### src/rtl/clk_ctrl_pkg.sv
package clk_ctrl_pkg;
    localparam int REG_W       = 32;
    localparam int DRAIN_TICKS = 6;

    localparam int B_RC_EN   = 0;
    localparam int B_RC_KEEP = 1;
    localparam int B_RC_RDY  = 2;
    localparam int B_EXT_EN  = 3;
    localparam int B_EXT_RDY = 4;
    localparam int B_BYP     = 5;
    localparam int B_SEC     = 6;
    localparam int B_PLL_EN  = 7;
    localparam int B_PLL_RDY = 8;
    localparam int USED_BITS = 9;

    typedef struct packed {
        logic rc_en;
        logic rc_keep;
        logic ext_en;
        logic byp;
        logic sec;
        logic pll_en;
        logic pll_rdy;
        logic fail;
    } ctl_t;
endpackage

### src/rtl/clk_rdy_tracker.sv
module clk_rdy_tracker #(
    parameter int DRAIN = 6
) (
    input  logic clk,
    input  logic rst_n,
    input  logic en,
    input  logic stable,
    input  logic tick,
    output logic rdy
);
    localparam int CW = $clog2(DRAIN + 1);

    typedef struct packed {
        logic          rdy;
        logic [CW-1:0] cnt;
    } trk_t;

    trk_t trk_d, trk_q;

    always_comb begin
        trk_d = trk_q;
        if (en) begin
            trk_d.rdy = stable;
            trk_d.cnt = '0;
        end else if (trk_q.rdy) begin
            if (tick) begin
                if (trk_q.cnt == CW'(DRAIN - 1)) begin
                    trk_d.rdy = 1'b0;
                    trk_d.cnt = '0;
                end else begin
                    trk_d.cnt = trk_q.cnt + 1'b1;
                end
            end
        end else begin
            trk_d.cnt = '0;
        end
    end

    always_ff @(posedge clk or negedge rst_n) begin
        if (!rst_n) trk_q <= '0;
        else        trk_q <= trk_d;
    end

    assign rdy = trk_q.rdy;
endmodule

### src/rtl/clk_ctrl_reg.sv
module clk_ctrl_reg
    import clk_ctrl_pkg::*;
#(
    parameter int DRAIN = DRAIN_TICKS
) (
    input  logic             clk,
    input  logic             rst_n,
    input  logic             reg_wr,
    input  logic [REG_W-1:0] reg_wdata,
    output logic [REG_W-1:0] reg_rdata,
    input  logic             lp_enter,
    input  logic             in_stop,
    input  logic             stop_exit,
    input  logic             wake_sel_a,
    input  logic             wake_sel_b,
    input  logic             ext_fail,
    input  logic             sys_on_rc,
    input  logic             sys_on_ext,
    input  logic             sys_on_pll,
    input  logic             rc_stable,
    input  logic             ext_stable,
    input  logic             pll_lock,
    input  logic             rc_tick,
    input  logic             ext_tick,
    output logic             rc_osc_en,
    output logic             ext_osc_en,
    output logic             ext_bypass,
    output logic             pll_en,
    output logic             clk_det_en
);
    ctl_t ctl_d, ctl_q;
    logic rc_rdy, ext_rdy;
    logic rc_force;

    logic unused_wbits;
    assign unused_wbits = ^{reg_wdata[REG_W-1:USED_BITS], reg_wdata[B_PLL_RDY],
                            reg_wdata[B_EXT_RDY], reg_wdata[B_RC_RDY]};

    assign rc_force = (stop_exit & (wake_sel_a | wake_sel_b)) | ext_fail | sys_on_rc;

    always_comb begin
        ctl_d = ctl_q;
        if (reg_wr) begin
            ctl_d.rc_en   = reg_wdata[B_RC_EN];
            ctl_d.rc_keep = reg_wdata[B_RC_KEEP];
            ctl_d.ext_en  = reg_wdata[B_EXT_EN] | (ctl_q.ext_en & sys_on_ext);
            ctl_d.pll_en  = reg_wdata[B_PLL_EN] | (ctl_q.pll_en & sys_on_pll);
            ctl_d.sec     = ctl_q.sec | reg_wdata[B_SEC];
            if (!ctl_q.ext_en) ctl_d.byp = reg_wdata[B_BYP];
        end
        if (lp_enter) begin
            ctl_d.rc_en  = 1'b0;
            ctl_d.ext_en = 1'b0;
            ctl_d.pll_en = 1'b0;
        end
        if (rc_force) ctl_d.rc_en = 1'b1;
        ctl_d.pll_rdy = pll_lock;
        if (ext_fail)          ctl_d.fail = 1'b1;
        else if (!ctl_q.ext_en) ctl_d.fail = 1'b0;
    end

    always_ff @(posedge clk or negedge rst_n) begin
        if (!rst_n) ctl_q <= '0;
        else        ctl_q <= ctl_d;
    end

    clk_rdy_tracker #(.DRAIN(DRAIN)) u_rc_trk (
        .clk(clk), .rst_n(rst_n), .en(ctl_q.rc_en),
        .stable(rc_stable), .tick(rc_tick), .rdy(rc_rdy)
    );

    clk_rdy_tracker #(.DRAIN(DRAIN)) u_ext_trk (
        .clk(clk), .rst_n(rst_n), .en(ctl_q.ext_en),
        .stable(ext_stable), .tick(ext_tick), .rdy(ext_rdy)
    );

    always_comb begin
        reg_rdata            = '0;
        reg_rdata[B_RC_EN]   = ctl_q.rc_en;
        reg_rdata[B_RC_KEEP] = ctl_q.rc_keep;
        reg_rdata[B_RC_RDY]  = rc_rdy;
        reg_rdata[B_EXT_EN]  = ctl_q.ext_en;
        reg_rdata[B_EXT_RDY] = ext_rdy;
        reg_rdata[B_BYP]     = ctl_q.byp;
        reg_rdata[B_SEC]     = ctl_q.sec;
        reg_rdata[B_PLL_EN]  = ctl_q.pll_en;
        reg_rdata[B_PLL_RDY] = ctl_q.pll_rdy;
    end

    assign rc_osc_en  = ctl_q.rc_en | (ctl_q.rc_keep & in_stop);
    assign ext_osc_en = ctl_q.ext_en;
    assign ext_bypass = ctl_q.byp;
    assign pll_en     = ctl_q.pll_en;
    assign clk_det_en = ctl_q.sec & ext_rdy & ~ctl_q.fail;
endmodule

### config.mk
export PLATFORM = sky130hd
export DESIGN_NAME = clk_ctrl_reg
export DESIGN_NICKNAME = d
export VERILOG_FILES = /design/src/rtl/clk_ctrl_pkg.sv /design/src/rtl/clk_rdy_tracker.sv /design/src/rtl/clk_ctrl_reg.sv
export SDC_FILE = /design/constraint.sdc
export NUM_CORES = 1
export LEC_CHECK = 0
export BUFFER_PORTS_ARGS = -buffer_cell sky130_fd_sc_hd__buf_2
export CAP_MARGIN = 5
export CORE_MARGIN = 4
export CORE_UTILIZATION = 33
export DETAILED_ROUTE_END_ITERATION = 6
export GPL_TIMING_DRIVEN = 0
export PLACE_DENSITY = 0.75
export SYNTH_ARGS = -nofsm -noshare
export SYNTH_HDL_FRONTEND = slang
export SYNTH_HIERARCHICAL = 1
export SYNTH_SLANG_ARGS = --single-unit
### constraint.sdc
create_clock -name clk -period 1 [get_ports clk]
set_clock_uncertainty 0.15 [all_clocks]
set_input_delay 0.05 -clock clk [delete_from_list [all_inputs] [get_ports clk]]
set_output_delay 0.05 -clock clk [all_outputs]
set_load 0.1 [all_outputs]
=== After elaboration in Yosys (flattened, before gate mapping) ===
Cells that the tools add are included.

* Add/sub/neg operators: 2
* Eq/ne operators: 5
* Multiplexer cells: 20
* Bitwise operators: 15
* Reductions and logical operators: 3

{| class="wikitable"
|+ Operators with widths
! operator !! count
|-
| 4-bit 2-to-1 mux || 4
|-
| 3-bit 2-to-1 mux || 4
|-
| 1-bit 2-to-1 mux || 11
|-
| 1-bit OR || 7
|-
| 3-bit by 1-bit adder with 3-bit output, second input constant || 2
|-
| 1-bit AND || 6
|-
| 3-bit == test, second input constant || 2
|-
| 6-bit 2-to-1 mux || 1
|-
| 3-bit inequality test, second input constant || 2
|-
| 3-bit nonzero test || 1
|-
| 2-bit inequality test, second input constant || 1
|-
| 1-bit inverter || 2
|-
| 2-bit AND reduction || 1
|-
| 2-bit nonzero test || 1
|}

* Flip-flop bits (word level): 16
* Input bits: 49
* Output and inout port bits: 37
* Word-level logic and storage cells: 57

=== Logic depth before layout (Yosys ltp) ===
Gate-level depths: netlist of run 1.

* Word-level depth: 5
* Mapped depth: 4
* Mapped depth without buffers: 3

=== Cells and area by module ===
The synthesis of run 1 kept the hierarchy.

{| class="wikitable"
|+ Modules (own cells, without submodules)
! module !! instances !! cells an instance !! area an instance (µm²) !! seq. area each (µm²)
|-
| clk_ctrl_reg || 1 || 62 || 580.6 || 200.2
|-
| clk_rdy_tracker || 2 || 16 || 187.7 || 100.1
|}

=== Worst setup path before layout of run 1 ===
OpenSTA, ideal clock, no wires.

* Kind: register to output
* Start point: register ctl_q, in the netlist reg_rdata[6]
* End point: output port clk_det_en
* Data arrival time: 1.651 ns
* Data required time: 0.800 ns
* Setup slack: -0.851 ns
* Cell stages (with the launch flop): 3
* Path buffers: 0
* Cell sequence: dfrtp_1 -> nand2_1 -> nor2_1

* Word-level cells in the longest chain between the ends: 2

{| class="wikitable"
|+ RTL lines
! what !! line !! text
|-
| start: declaration || clk_ctrl_reg.sv:31 || <nowiki>ctl_t ctl_d, ctl_q;</nowiki>
|-
| start signal: assignment || clk_ctrl_reg.sv:64 || <nowiki>else ctl_q <= ctl_d;</nowiki>
|-
| 1-bit AND (2 in series) || clk_ctrl_reg.sv:94 || <nowiki>assign clk_det_en = ctl_q.sec & ext_rdy & ~ctl_q.fail;</nowiki>
|-
| end: declaration || clk_ctrl_reg.sv:29 || <nowiki>output logic clk_det_en</nowiki>
|}

No other way between the ends.

=== Final worst setup path of run 1 ===
Ends and elaborated chain as after synthesis.

==> results of run 1 <==
[report_power, final]
group / internal [mW] / switching, mW
registers: 0.695 / 0.0637
logic: 0.463 / 0.911
clock network: 0.154 / 0.176
total: 1.31 / 1.15
[worst reg2reg max path: stages, from the launching register on]
cell and delay, ns:
dfrtp_4 0.53, buf_6 0.15, nand2b_4 0.16, a21oi_2 0.11
[cells in the final DEF (no fill, tap or decap), types with 2 or more instances in the layout]
cell type	instances
buf_2	21
buf_4	28
nand4b_1	2
conb_1	23
a21oi_2	5
clkbuf_4	3
dfrtp_1	12
o21ai_2	3
buf_12	15
nor2_1	2
dlygate4sd3_1	18
xnor2_1	2
nand4bb_1	2
and4b_1	2
a21bo_1	4
nand2b_4	2
nand2_1	5
dfrtp_4	3
buf_6	8
[logic make-up (layout without fill, tap and decap cells)]
group | Yosys count | in the layout
buffers and inverters | 34 | 96
and+or+nand+nor | 19 | 19
AOI/OAI and AO/OA | 20 | 20
xor gates and xnor gates | 2 | 2
other | 1 | 23
muxes | 2 | 2
DFF | 16 | 16
[synth_stat cells (all sizes together)]
| cell | instances |
|---|---|
| buf | 33 |
| dfrtp | 16 |
| a21oi | 6 |
| nand2 | 6 |
| o21ai | 6 |
| a21bo | 4 |
| nor2 | 4 |
| a21o | 3 |
| and4b | 2 |
| nand2b | 2 |
| nand4b | 2 |
| nand4bb | 2 |
| xnor2 | 2 |
| conb | 1 |
| inv | 1 |
| mux2 | 1 |
| mux2i | 1 |
| nand3b | 1 |
| o211ai | 1 |
[worst paths after layout]
check                             start                  to  cells past startpoint
setup / recovery           reg_rdata[6]          clk_det_en                      3
hold / removal               wake_sel_a        reg_rdata[0]                      3
setup reg to reg             ext_osc_en  u_ext_trk/trk_q[2]                      3
hold reg to reg            reg_rdata[6]        reg_rdata[6]                      1
max in group asynchronous         rst_n              pll_en                      2
min in group asynchronous         rst_n          ext_bypass                      2
[final cells by class]
cell class              count  area share, %
plain buffers              32           15.8
clock buffers               4           1.43
inverters                   1          0.204
multi-input cells          66           24.9
flip-flops and latches     16           22.4
well taps                  31           2.11
repair buffers             59           33.1
[metal layers]
| layer | vias to the layer above | track usage, % | share of wire, % |
|---|---|---|---|
| met1 | 425 | 15.1 | 39 |
| met3 | 8 | 4.13 | 10 |
| met5 | - | 0 | 0 |
| li1 | 429 | - | - |
| met4 | 0 | 8.79 | 2.4 |
| met2 | 44 | 28.8 | 49 |
[metrics by stage]
stage / power [mW] / utilization [%] / cell area (um^2) / worst slack, ns / setup TNS, ns
2_1_floorplan: 1.69 / - / 1100 / -0.170 / -1.35
3_3_place_gp: 1.80 / 47.6 / 1310 / -0.195 / -1.18
3_5_place_dp: 1.81 / 47.6 / 1310 / -0.206 / -1.35
4_1_cts: 2.40 / 64.4 / 1780 / -0.287 / -4.78
5_1_grt: 2.56 / 66.8 / 1840 / -0.356 / -5.49
6_report: 2.46 / 66.8 / 1840 / -0.304 / -4.64
[state kept, by name, indices dropped and copies added, names as in the netlist]
signal	count
ext_osc_en	1
ctl_q	1
reg_rdata	4
u_ext_trk/trk_q	3
ext_bypass	1
u_rc_trk/trk_q	3
u_rc_trk/rdy	1
pll_en	1
u_ext_trk/rdy	1
[repair_timing]
action / in CTS / in global routing
gates cloned: 0 / 0
setup buffers: 5 / 1
pin swaps: 2 / 3
hold buffers: 18 / 1
setup endpoints to repair: 20 / 29
resized for setup: 61 / 16
endpoints found under the hold margin: 32 / 6
==> metrics.txt, run 1 <==
multi-input logic area 459 um^2; synthesized cell area 956 um^2; leakage power 0.914 nW; Worst IR Drop VDD 0.998 mV; Clock transition at path regs 0.09 ns; final setup margin -0.304 ns; Slew Viols, Final 0; violated checks hold timing, setup timing; Cell variety after synth 22; vias per cell 4.33; Arr. time, crit path 1.10 ns; area grow syn2layout 92.7%; area share of the largest cell type after synthesis 41.9%; Post-Syn Area per Cell 10.2 um^2; num ports 86; 1st-iter DRT viols 33; DIE HEIGHT 61.8 um; CP peak stage delay 0.43 ns; status finished with violations; main combinational cell family by area after synthesis buffers and inverters; Bufs on Longest Clock Path 2; Final Hold Viols 3; NumNets Final 228; kind of start point of the critical path flop; vias post-DR 906; global-route wire length before repair 4.27 mm; vias in the first global route 938; total track usage 15.4%; PD cells 1340 nW/um^2; CP Class reg2out; Fmax 0.767 GHz; Layout fillers 190; Max-cap violations 0; synth warn 6; final hold slack -0.0699 ns; Layout Cells excl Fill 209; layout cells sized above 1 55.6%; Routed Antenna Nets 0; TritonCTS clock tree yes; gr ovfl total 0; initial core utilization 34.7%; CP Max Fanout 3; Cells after DPL 182; initial antenna violation count 0; Synth Area in XOR/XNOR 1.83%; Initial DRT Pass Iterations 4; post-synthesis register bit count 16; root cell of the clock tree clkbuf_4; Clk Latency, worst-skew pair 0.28 ns; final setup vio count 29; Compound-Gate Fraction of Synth Area 14.3%; WL final 3.19 mm; register area 413 um^2; port buffer count 35; H-Tree Depth 1; detailed placement HPWL 1.54 mm; Synth Area in Simple Gates 12.3%; Synth Instances 94; crit-path leading delay family flip-flops; Worst Path Buf+Inv 1; # rows 19; Core Region 2760 um^2; CP Data Required Time 0.80 ns; CTS Buf Count 3; CTS Sinks 16; full die area 3820 um^2; RSZ-0062 raised after global routing yes; Final Wtd Congestion 0.626; critical path endpoint category output pin; fin crit period 1.30 ns; Tcrit/Tclk final 130%; DR WL/cell 15.3 um; DIE WIDTH 61.8 um; DR DRC count 0; largest net degree at the start of global routing 17; critical-path cell list nand2_2 > nor2_4 > buf_12; adder-cell area share of the yosys netlist 0%; Tightest Hold Check Type in2reg; area leader, netlist dfrtp_1; post-synthesis mux area share 2.62%; CP max-delay cell dfrtp_1; Seq/Total Area, Yosys 41.9%; r2r setup slk -0.16 ns; Synth area leaders dfrtp_1 (42%), buf_4 (25%), a21bo_1 (4.2%); ANT cells 0
Note: power is estimated with default switching activity, not from simulation.
==> run 2, diff against run 1 <==
- PLACE_DENSITY: 0.75 -> 0.85
==> run 2 against run 1 <==
The run still ends with hold timing, setup timing left. Sequential share of layout area fell by 0.34 points. Combinational power barely moved. Non-clock buffer count stayed put. Via count down 0.66%. Count of clock-buffer cells in the layout unchanged. Cell count is the same. First-iteration DRC count unchanged. Flip-flop and latch count stayed put. Wire length up 1.6%. Critical path depth down 1. Critical endpoint is now rc_osc_en. Largest cell class unchanged.
==> metrics.txt, run 2 (same netlist as run 1, synthesis figures left out) <==
num ports 86 (unchanged); vias in the first global route 814 (-13%); Fmax 0.764 GHz (-0.33%); largest net degree at the start of global routing 17 (unchanged); CP startpoint reg_rdata[0]; TritonCTS clock tree yes; switching share of total power 45.9% (-0.81 points); Clk Latency, worst-skew pair 0.27 ns (about the same); most frequent cells in the layout buf_4 (25), conb_1 (23), buf_2 (21), dlygate4sd3_1 (19), buf_12 (16); Largest register FFs 4 (unchanged); vias post-DR 900 (-0.66%); Int Power 1.38 mW (+5.3%); Core Region 2760 um^2 (unchanged); leakage power 0.919 nW (+0.54%); Reg power frac 29.6% (-1.2 points); PD cells 1370 nW/um^2 (+2.4%); post-place setup slack -0.202 ns (+0.00389 ns); Clock transition at path regs 0.09 ns (about the same); NumNets Final 228 (unchanged); Logic pwr share 54.4% (-1.4 points); CP Data Required Time 0.80 ns (about the same); gr ovfl total 0 (unchanged); r2r startpoint reg_rdata[0]; CP Class reg2out; initial antenna violation count 0 (unchanged); fin crit period 1.31 ns (+0.00427 ns); critical path endpoint category output pin; total track usage 13.9% (-1.5 points); port buffer count 35 (unchanged); area grow syn2layout 95.0%; Final Hold Viols 1 (-2); DIE HEIGHT 61.8 um (unchanged); full die area 3820 um^2 (unchanged); H-Tree Depth 1 (unchanged); Initial DRT Pass Iterations 4 (unchanged); Routed Antenna Nets 0 (unchanged); status finished with violations; CTS Buf Count 3 (unchanged); Worst IR Drop VDD 0.956 mV (-4.2%); final setup vio count 29 (unchanged); initial core utilization 34.7% (unchanged); Hold Crit Start wake_sel_a; clock network power share 16.0% (+2.6 points); DR DRC count 0 (unchanged); Final Wtd Congestion 0.691 (+10%); TNS Setup -5.47 ns (-0.833 ns); Max-cap violations 0 (unchanged); final setup margin -0.308 ns (-0.00427 ns); final hold slack -0.0768 ns (-0.00684 ns); Tcrit/Tclk final 131% (+0.43 points); Slew Viols, Final 0 (unchanged); r2r setup slk -0.20 ns (-0.04 ns); # rows 19 (unchanged); Arr. time, crit path 1.11 ns (about the same); vias per cell 4.31 (-0.66%); ANT cells 0 (unchanged); Net Switching 1.17 mW (+1.9%); DIE WIDTH 61.8 um (unchanged); violated checks hold timing, setup timing; RSZ-0062 raised after global routing yes; Bufs on Longest Clock Path 2 (unchanged); global-route wire length before repair 3.81 mm (-11%); Tightest Hold Check Type in2reg; layout cells sized above 1 55.1% (-0.56 points); kind of start point of the critical path flop; WL final 3.24 mm (+1.6%); detailed placement HPWL 1.60 mm (+3.4%); commonest non-fill, non-tap cell in the layout buf_4; root cell of the clock tree clkbuf_4; Layout fillers 185 (-2.6%); 1st-iter DRT viols 33 (unchanged); CTS Sinks 16 (unchanged); CP Max Fanout 3 (unchanged); DR WL/cell 15.5 um (+1.6%)
==> run 2: metrics by stage <==
stage               hold slack, ns  instances  total power, mW  instance area, um^2  util (%)
floorplan                   -0.396        116             1.69                 1100         -
global placement            -0.170        182             1.80                 1310      47.6
detailed placement          -0.173        182             1.81                 1310      47.6
CTS                         -0.102        206             2.45                 1750      63.6
global route               -0.0683        209             2.65                 1860      67.6
finish                     -0.0768        209             2.55                 1860      67.6
==> run 2: worst paths after layout <==
check | end | cells after the start
max in group asynchronous | ext_bypass | 2
min in group asynchronous | u_rc_trk/rdy | 2
min reg2reg | reg_rdata[6] | 1
min | reg_rdata[0] | 3
max reg2reg | u_rc_trk/trk_q[2] | 4
max | rc_osc_en | 2
==> run 2: repair_timing <==
item	CTS	global route
gates resized for setup	57	22
gates cloned	0	0
buffers inserted	3	2
hold endpoints to repair	32	6
pin swaps	1	3
hold buffers	18	2
endpoints found under the setup margin	21	29
==> run 2: layout make-up <==
type | instances | area (um^2) | area share [%]
repair buffers | 59 | 624 | 33.5
clock buffers | 4 | 36.3 | 1.95
inverters | 1 | 3.75 | 0.201
plain buffers | 32 | 292 | 15.6
flip-flops and latches | 16 | 412 | 22.1
well taps | 31 | 38.8 | 2.08
multi-input cells | 66 | 458 | 24.6
==> run 2: power by group through the flow <==
stage / combinational (mW) / sequential [mW] / clock (mW)
2_1_floorplan: 0.867 / 0.821 / 0
3_3_place_gp: 1.05 / 0.755 / 0
3_5_place_dp: 1.05 / 0.758 / 0
4_1_cts: 1.29 / 0.743 / 0.417
5_1_grt: 1.43 / 0.761 / 0.459
6_report: 1.39 / 0.756 / 0.409
==> run 2: worst max-delay path, cell delays in order, from the launching register on <==
cell,delay [ns]
dfrtp_1,0.44
a21o_2,0.23
buf_12,0.16
==> run 2: metal layers <==
layer	part of all wire, %	global-route usage (%)
met1	42	15.6
met2	48	25.1
met3	9.3	3.10
met4	0.12	6.06
met5	0	0
